$ cat config.mk
export PLATFORM = sky130hd
export DESIGN_NAME = sysref_req_window
export DESIGN_NICKNAME = d
export VERILOG_FILES = /design/src/rtl/sreq_pkg.sv /design/src/rtl/sreq_cond.sv /design/src/rtl/sreq_capture.sv /design/src/rtl/sreq_edge_mid.sv /design/src/rtl/sysref_req_window.sv
export SDC_FILE = /design/constraint.sdc
export NUM_CORES = 1
export LEC_CHECK = 0
export BUFFER_PORTS_ARGS = -buffer_cell sky130_fd_sc_hd__buf_2
export CAP_MARGIN = 20
export CORE_AREA = 8 8 102 104
export CTS_CLUSTER_SIZE = 12
export DETAILED_ROUTE_END_ITERATION = 12
export DIE_AREA = 0 0 110 112
export GPL_TIMING_DRIVEN = 0
export PLACE_DENSITY = 0.84
export REMOVE_ABC_BUFFERS = 1
export SLEW_MARGIN = 10
export SYNTH_ARGS = -nofsm -noshare
export SYNTH_HDL_FRONTEND = slang
export SYNTH_SLANG_ARGS = --single-unit
$ cat constraint.sdc
create_clock -name clk_i -period 67.4 [get_ports clk_i]
set_input_delay 13.48 -clock clk_i [delete_from_list [all_inputs] [get_ports clk_i]]
set_output_delay 13.48 -clock clk_i [all_outputs]
set_load 0.01 [all_outputs]
$ cat src/rtl/sreq_pkg.sv
package sreq_pkg;
  localparam int unsigned SNAP_W = 32;
  localparam int unsigned STEP_W = 6;

  typedef struct packed {
    logic latch_en;
    logic clr;
    logic repeater;
  } req_ctrl_t;
endpackage

$ cat src/rtl/sreq_cond.sv
module sreq_cond
  import sreq_pkg::*;
(
  input  logic      clk_i,
  input  logic      rst_ni,
  input  logic      pin_i,
  input  logic      sw_trig_i,
  input  req_ctrl_t ctrl_i,
  output logic      rise_o,
  output logic      req_o
);
  logic req_eff, prev_q, latched_q, req_q;

  assign req_eff = sw_trig_i | pin_i;
  assign rise_o  = req_eff & ~prev_q;
  assign req_o   = req_q;

  always_ff @(posedge clk_i or negedge rst_ni) begin
    if (!rst_ni) begin
      prev_q    <= 1'b0;
      latched_q <= 1'b0;
      req_q     <= 1'b0;
    end else begin
      prev_q <= req_eff;
      if (ctrl_i.clr) latched_q <= 1'b0;
      else if (ctrl_i.latch_en && rise_o) latched_q <= 1'b1;
      // clear gates everything except repeater mode
      if (ctrl_i.clr && !ctrl_i.repeater) req_q <= 1'b0;
      else if (ctrl_i.latch_en) req_q <= latched_q | rise_o;
      else req_q <= req_eff;
    end
  end
endmodule

$ cat src/rtl/sreq_capture.sv
module sreq_capture #(
  parameter int unsigned W = 32
) (
  input  logic         clk_i,
  input  logic         rst_ni,
  input  logic         rise_i,
  input  logic         clr_i,
  input  logic         cap_en_i,
  input  logic [W-1:0] taps_i,
  output logic [W-1:0] snap_o,
  output logic         done_o
);
  localparam logic [W-1:0] EDGE_MASK = {1'b1, {(W-2){1'b0}}, 1'b1};

  logic [W-1:0] snap_q;
  logic clr_q, armed_q, done_q;

  assign snap_o = snap_q | EDGE_MASK;
  assign done_o = done_q;

  always_ff @(posedge clk_i or negedge rst_ni) begin
    if (!rst_ni) begin
      snap_q  <= '1;
      clr_q   <= 1'b0;
      armed_q <= 1'b0;
      done_q  <= 1'b0;
    end else begin
      clr_q <= clr_i;
      if (clr_i) begin
        snap_q  <= '1;
        armed_q <= 1'b0;
        done_q  <= 1'b0;
      end else begin
        if (clr_q) armed_q <= 1'b1;
        if (armed_q && cap_en_i && rise_i) begin
          snap_q  <= taps_i;
          armed_q <= 1'b0;
          done_q  <= 1'b1;
        end
      end
    end
  end
endmodule

$ cat src/rtl/sreq_edge_mid.sv
module sreq_edge_mid #(
  parameter int unsigned W      = 32,
  parameter int unsigned STEP_W = 6
) (
  input  logic [W-1:0]      snap_i,
  output logic [STEP_W-1:0] step_o
);
  localparam int unsigned IDX_W = $clog2(W);

  logic [IDX_W-1:0] e1, e2;
  logic [1:0]       cnt;
  logic             prv;
  logic [IDX_W:0]   sum;

  always_comb begin
    e1  = '0;
    e2  = '0;
    cnt = '0;
    prv = 1'b0;
    for (int k = 0; k < W - 1; k++) begin
      if (snap_i[k] && snap_i[k+1] && !prv) begin
        if (cnt == 2'd0) e1 = IDX_W'(k);
        else if (cnt == 2'd1) e2 = IDX_W'(k);
        if (cnt != 2'd2) cnt = cnt + 2'd1;
      end
      prv = snap_i[k];
    end
    sum = {1'b0, e1} + {1'b0, e2};
  end

  assign step_o = (cnt == 2'd2) ? STEP_W'(sum[IDX_W:1]) : '0;
endmodule

$ cat src/rtl/sysref_req_window.sv
module sysref_req_window
  import sreq_pkg::*;
#(
  parameter int unsigned TAP_W  = SNAP_W,
  parameter int unsigned STEP_WD = STEP_W
) (
  input  logic               clk_i,
  input  logic               rst_ni,
  input  logic               req_i,
  input  logic               sw_trig_i,
  input  logic               latch_en_i,
  input  logic               clr_i,
  input  logic               repeater_i,
  input  logic               cap_en_i,
  input  logic               sync_en_i,
  input  logic               sysref_en_i,
  input  logic [TAP_W-1:0]   taps_i,
  output logic               req_o,
  output logic [TAP_W-1:0]   snap_o,
  output logic               done_o,
  output logic [STEP_WD-1:0] step_o
);
  req_ctrl_t ctrl;
  logic rise, cap_ok;

  assign ctrl   = '{latch_en: latch_en_i, clr: clr_i, repeater: repeater_i};
  assign cap_ok = cap_en_i & (sync_en_i | sysref_en_i);

  sreq_cond u_cond (
    .clk_i, .rst_ni,
    .pin_i     (req_i),
    .sw_trig_i (sw_trig_i),
    .ctrl_i    (ctrl),
    .rise_o    (rise),
    .req_o     (req_o)
  );

  sreq_capture #(.W(TAP_W)) u_cap (
    .clk_i, .rst_ni,
    .rise_i   (rise),
    .clr_i    (clr_i),
    .cap_en_i (cap_ok),
    .taps_i   (taps_i),
    .snap_o   (snap_o),
    .done_o   (done_o)
  );

  sreq_edge_mid #(.W(TAP_W), .STEP_W(STEP_WD)) u_mid (
    .snap_i (snap_o),
    .step_o (step_o)
  );
endmodule

==> results.cfg, run 1 <==
[timing]
slew_viol_final = 0
hold_viol = 0
worst_pin_slew_ns = 0.798
finalCriticalPeriod_ns = 35.41
fmax_ghz = 0.0282
setup_violations = 0
rsz0062_at_grt = false
setup_tns_ns = 0
period_share = 0.525
slew_headroom = 0.468
skew_ns = 0.00496
holdWs_ns = 0.510

[placement]
placed_cell_area_sq_um = 5740
gp_congestion = 0.941
dp_cells = 829
io_buffers = 76
dpl.hpwl_microns = 11100

[synthesis]
synth_ff_type = dfstp_2
syn_inst = 664
synthesis.yosys.warnings = 0
netlist_area_sq_um = 5300
async_reset_ff_frac = 1.00
yosysMostFrequentCell = nand2_1
synth_top_area_frac = 0.203
ys_types = 74
synth.area.top_cells = ha_1, dfstp_2, nand2_1
synth_common_cells = nand2_1, ha_1, nor2_1
yosys.area.top_type = ha_1
ys_ff_latch = 36
seq_area_frac_synth = 0.177
synth_edf_count = 0
avgSynthCellArea_sq_um = 7.98

[finish]
seq_area_sq_um = 938
syn_to_final_growth_pct = 10.5
nets = 854
n_antenna_cell = 0
fin_cells = 837
multi_input_area_sq_um = 4120
fin_area_sq_um = 5850
drive_above_1_share = 0.205
nFillCells = 757

[route]
postRouteAntennaNets = 0
finalWirelength_microns = 13800
drt_iter0_markers = 348
viasPerCell = 6.05
vias = 5062
first_pass_iters = 4
drc = 0
wl_per_cell_microns = 16.5

[global_routing]
grt_max_degree = 37
antenna_found_initial = 0
grt_pass1_wl_microns = 23100
grt_pass1_vias = 5017
grt_overflow = 0
grt_usage = 0.222

[clock_network]
path_clk_slew_ns = 0.08
cts_buffers = 5
clock_latency_ns = 0.29
cts_tree = built
cts_root_buffer = clkbuf_8
hold_buffers = 0
cts_setup_buffers = 0
cts_resized = 0
cts.sinks = 36
htree_levels = 2
clockBufferDepth = 2

[outcome]
status = finished, final reports clean

[worst_setup_path]
critPathKind = flip-flop to primary output
crit_path_top_delay_cell = dfstp_2
start_kind = flip-flop
cp_data_required_time_ns = 53.92
crit_arrival_ns = 21.93
crit_top_cell = ha_1
cpPeakStageDelay_ns = 0.68
cp_max_fo = 14
crit_path_end_kind = primary output

[floorplan]
fp.dieArea_sq_um = 12300
placementRows = 35
die_width_microns = 110
initial_core_util = 0.596
ioPinCount = 82
core_area_sq_um = 8890
dieHeight_microns = 112

[power_and_ir_drop]
power_density_nw_per_um2 = 12.6
ir_worst_vdd_mv = 0.0123
power.leakage_nw = 2.78

[min_path]
min_path_type = flip-flop to flip-flop

[run]
max_cap_violations = 0
[cell usage in the layout, fill, tap and decap left out, types with 4 or more instances in the layout]
cell | Yosys | layout
a211o_1 | 8 | 8
a21boi_0 | 6 | 6
a21o_1 | 8 | 8
a21oi_1 | 22 | 22
a22oi_1 | 6 | 6
a31oi_1 | 11 | 11
and2_1 | 6 | 6
and3b_1 | 14 | 14
buf_2 | 0 | 76
clkbuf_8 | 0 | 5
dfrtp_1 | 6 | 6
dfstp_2 | 30 | 30
ha_1 | 86 | 86
inv_1 | 32 | 32
inv_2 | 4 | 4
mux2_2 | 7 | 7
mux2i_1 | 23 | 23
nand2_1 | 104 | 104
nand2b_1 | 10 | 10
nand3_1 | 13 | 13
nand3b_1 | 22 | 22
nand4_1 | 6 | 6
nand4b_1 | 6 | 6
nor2_1 | 48 | 48
nor2b_1 | 21 | 21
nor3_1 | 8 | 8
nor3b_1 | 17 | 17
o211ai_1 | 5 | 5
o21a_1 | 9 | 9
o21ai_0 | 31 | 31
o21ai_1 | 4 | 4
or2_2 | 8 | 8
[logic make-up after synthesis]
family | share of synthesized area
DFF | 0.177
buffers and inverters | 0.0461
other | 0.00142
xor gates and xnor gates | 0.00496
and+or+nand+nor | 0.301
adders and majority gates | 0.207
AOI/OAI and AO/OA | 0.204
muxes | 0.0584
[critical path: cells and delay by family (launching register included)]
kind,cells,cell delay (ns)
fa+ha+maj,28,7.64
compound gates,29,6.49
mux,6,1.80
simple gates,32,3.90
buf+inv,10,1.05
flops,1,0.68
[layer usage]
metal / track usage / vias up / part of all wire
met4: 0.0577 / 0 / 0.019
met5: 0 / - / 0
met1: 0.286 / 2403 / 0.44
met2: 0.377 / 146 / 0.49
met3: 0.0272 / 27 / 0.047
li1: - / 2486 / -
[registers in the layout (all words and copies together) (netlist names)]
| register | flops |
|---|---|
| u_cap.armed_q | 1 |
| u_cap.snap_q | 30 |
| u_cap.clr_q | 1 |
| u_cond.prev_q | 1 |
| u_cond.req_o | 1 |
| u_cap.done_o | 1 |
| u_cond.latched_q | 1 |
[final timing paths]
kind / cells after the start / to / slack, ns / startpoint
hold / removal: 2 / u_cap.done_o / 0.51 / u_cap.done_o
setup / recovery: 105 / step_o[4] / 31.99 / u_cap.snap_q[4]
max in group asynchronous: 1 / u_cap.done_o / 53.64 / rst_ni
min in group asynchronous: 1 / u_cond.req_o / 13.27 / rst_ni
hold reg to reg: 2 / u_cap.done_o / 0.51 / u_cap.done_o
setup reg to reg: 5 / u_cap.snap_q[5] / 65.66 / u_cond.prev_q
[per-stage QoR]
stage	util	setup WS (ns)	power, mW
3_3_place_gp	0.642	33.35	0.0521
3_5_place_dp	0.646	32.66	0.0538
4_1_cts	0.659	32.21	0.0739
2_1_floorplan	-	35.43	0.0455
5_1_grt	0.659	30.28	0.0790
6_report	0.659	31.99	0.0736
[area by class of cell]
| class | instances | area share |
|---|---|---|
| tap | 111 | 0.0237 |
| sequential | 36 | 0.160 |
| clock inverter | 3 | 0.00791 |
| inverter | 36 | 0.0231 |
| multi-input combinational | 569 | 0.704 |
| clock buffer | 5 | 0.0118 |
| timing repair buffer | 77 | 0.0697 |
[where the power goes]
group	leakage, nW	switching, mW	internal, mW	total (mW)
Combinational	2.33	0.0180	0.0130	0.0310
Clock	0.0548	0.00850	0.0111	0.0196
Sequential	0.390	0.000625	0.0223	0.0229
Power figures use the tool's default switching activity.
==> run 2: changes to the inputs <==
--- a/config.mk
+++ b/config.mk
@@ -7,12 +7,12 @@
 export LEC_CHECK = 0
 export BUFFER_PORTS_ARGS = -buffer_cell sky130_fd_sc_hd__buf_2
 export CAP_MARGIN = 20
-export CORE_AREA = 8 8 102 104
+export CORE_AREA = 8 8 104 106
 export CTS_CLUSTER_SIZE = 12
 export DETAILED_ROUTE_END_ITERATION = 12
-export DIE_AREA = 0 0 110 112
+export DIE_AREA = 0 0 112 114
 export GPL_TIMING_DRIVEN = 0
-export PLACE_DENSITY = 0.84
+export PLACE_DENSITY = 0.81
 export REMOVE_ABC_BUFFERS = 1
 export SLEW_MARGIN = 10
 export SYNTH_ARGS = -nofsm -noshare
==> constraint.sdc (replaced) <==
create_clock -name clk_i -period 36.4 [get_ports clk_i]
set_input_delay 7.28 -clock clk_i [delete_from_list [all_inputs] [get_ports clk_i]]
set_output_delay 7.28 -clock clk_i [all_outputs]
set_load 0.01 [all_outputs]
==> run 2 against run 1 <==
Net effect: setup slack lost 25 ns; sequential share of layout area grew 0.076 points; count of clock-buffer cells in the layout did not move; critical path type unchanged.
==> results.cfg, run 2 (synthesis gave the netlist of run 1 again) <==
[outcome]
status = finished, final reports clean

[timing]
setup_tns_ns = 0
finalCriticalPeriod_ns = 29.64
period_share = 0.814
slew_headroom = 0.446
hold_viol = 0
worst_pin_slew_ns = 0.830
rsz0062_at_grt = false
setup_violations = 0
fmax_ghz = 0.0337
skew_ns = 0.00624
slew_viol_final = 0

[worst_setup_path]
cp_data_required_time_ns = 29.12
r2r_setup_slack_ns = 34.65
regToRegStartpoint = u_cond.prev_q
crit_arrival_ns = 22.36
crit_path_top_delay_cell = dfstp_2
cp_max_fo = 14
crit_path_end_kind = primary output
critPathKind = flip-flop to primary output
cpPeakStageDelay_ns = 0.66
crit_path_start = u_cap.snap_q[4]
crit-reg2reg-capture = u_cap.snap_q[12]
r2r_cells = 5
crit_top_cell = ha_1
start_kind = flip-flop
crit_end = step_o[4]

[placement]
dpl.hpwl_microns = 11400
io_buffers = 76
dp_cells = 829
placed_cell_area_sq_um = 5740
gp_congestion = 0.950

[global_routing]
grt_max_degree = 37
grt_overflow = 0
grt_pass1_vias = 5112
grt_usage = 0.220
grt_pass1_wl_microns = 23700
antenna_found_initial = 0

[route]
wl_per_cell_microns = 16.9
postRouteAntennaNets = 0
first_pass_iters = 5
vias = 5099
viasPerCell = 6.09
finalWirelength_microns = 14100
drc = 0
drt_iter0_markers = 312

[floorplan]
die_width_microns = 112
dieHeight_microns = 114
placementRows = 35
fp.dieArea_sq_um = 12800
ioPinCount = 82
core_area_sq_um = 9110
initial_core_util = 0.581

[power_and_ir_drop]
intPower_mw = 0.0789
power_density_nw_per_um2 = 22.3
ir_worst_vdd_mv = 0.0186
pwr-share-seq = 0.327
total_power_mw = 0.130
power.leakage_nw = 2.77
switching_share = 0.392
netSwitchingPower_mw = 0.0509
pwr-share-comb = 0.446
pwr-share-clk = 0.226

[finish]
top_register = u_cap.snap_q
largest_register_ffs = 30
seq_area_sq_um = 938
fin_area_sq_um = 5830
syn_to_final_growth_pct = 10.0
fin_cells = 837
nets = 854
nFillCells = 795
layout_commonest_cell = nand2_1
n_antenna_cell = 0
final_cell_mix = nand2_1, ha_1, buf_2
multi_input_area_sq_um = 4120
drive_above_1_share = 0.205

[clock_network]
cts_resized = 0
cts_buffers = 5
cts_setup_buffers = 0
cts_tree = built
htree_levels = 2
path_clk_slew_ns = 0.08
cts_root_buffer = clkbuf_8
hold_buffers = 0
cts.sinks = 36
clock_latency_ns = 0.30
clockBufferDepth = 2

[min_path]
min_path_type = flip-flop to flip-flop

[run]
max_cap_violations = 0
run 2: cell count changes in the layout (fill, tap and decap cells not counted):
cell / delta
inv_6: -1
clkinv_2: +2
bufinv_16: -1
clkinv_4: +1
clkinvlp_4: -1
run 2: area by class of cell:
cell class	instances	share of cell area
clock buffers	5	0.0118
clock inverters	3	0.00322
repair buffers	77	0.0700
flip-flops and latches	36	0.161
well taps	111	0.0238
multi-input cells	569	0.707
inverters	36	0.0232
run 2: how the worst min path moves through the flow:
stage / cells past startpoint / start / end
global route: 2 / u_cond.latched_q / u_cond.latched_q
global placement: 2 / u_cond.latched_q / u_cond.latched_q
detailed placement: 2 / u_cond.latched_q / u_cond.latched_q
CTS: 2 / u_cond.latched_q / u_cond.latched_q
finish: 2 / u_cond.latched_q / u_cond.latched_q
floorplan: 2 / u_cond.latched_q / u_cond.latched_q
run 2: power groups by stage:
| stage | combinational, mW | clock [mW] | sequential [mW] |
|---|---|---|---|
| floorplan | 0.0411 | 0 | 0.0431 |
| global placement | 0.0532 | 0 | 0.0430 |
| detailed placement | 0.0571 | 0 | 0.0431 |
| CTS | 0.0575 | 0.0302 | 0.0425 |
| global route | 0.0656 | 0.0316 | 0.0426 |
| finish | 0.0579 | 0.0294 | 0.0425 |
run 2: metrics by stage:
| stage | util | hold slack (ns) | setup slack, ns |
|---|---|---|---|
| 6_report | 0.640 | 0.519 | 6.76 |
| 5_1_grt | 0.640 | 0.537 | 5.56 |
| 4_1_cts | 0.640 | 0.519 | 7.12 |
| 3_5_place_dp | 0.630 | 0.497 | 7.52 |
| 3_3_place_gp | 0.627 | 0.481 | 8.46 |
| 2_1_floorplan | - | 0.463 | 10.63 |
run 2: worst max-delay path, delay by kind of cell (launching register included):
family | cells | cell delay (ns)
DFF | 1 | 0.66
AOI/OAI and AO/OA | 29 | 6.80
buffers and inverters | 10 | 1.09
muxes | 6 | 1.85
adders and majority gates | 28 | 7.68
and+or+nand+nor | 32 | 3.89
run 2: per-layer routing:
metal | up-vias | track usage | wire length, microns
met5 | - | 0 | 0
met4 | 0 | 0.0746 | 312
met3 | 29 | 0.0328 | 830
met2 | 177 | 0.385 | 6860
met1 | 2408 | 0.270 | 6120
li1 | 2485 | - | -
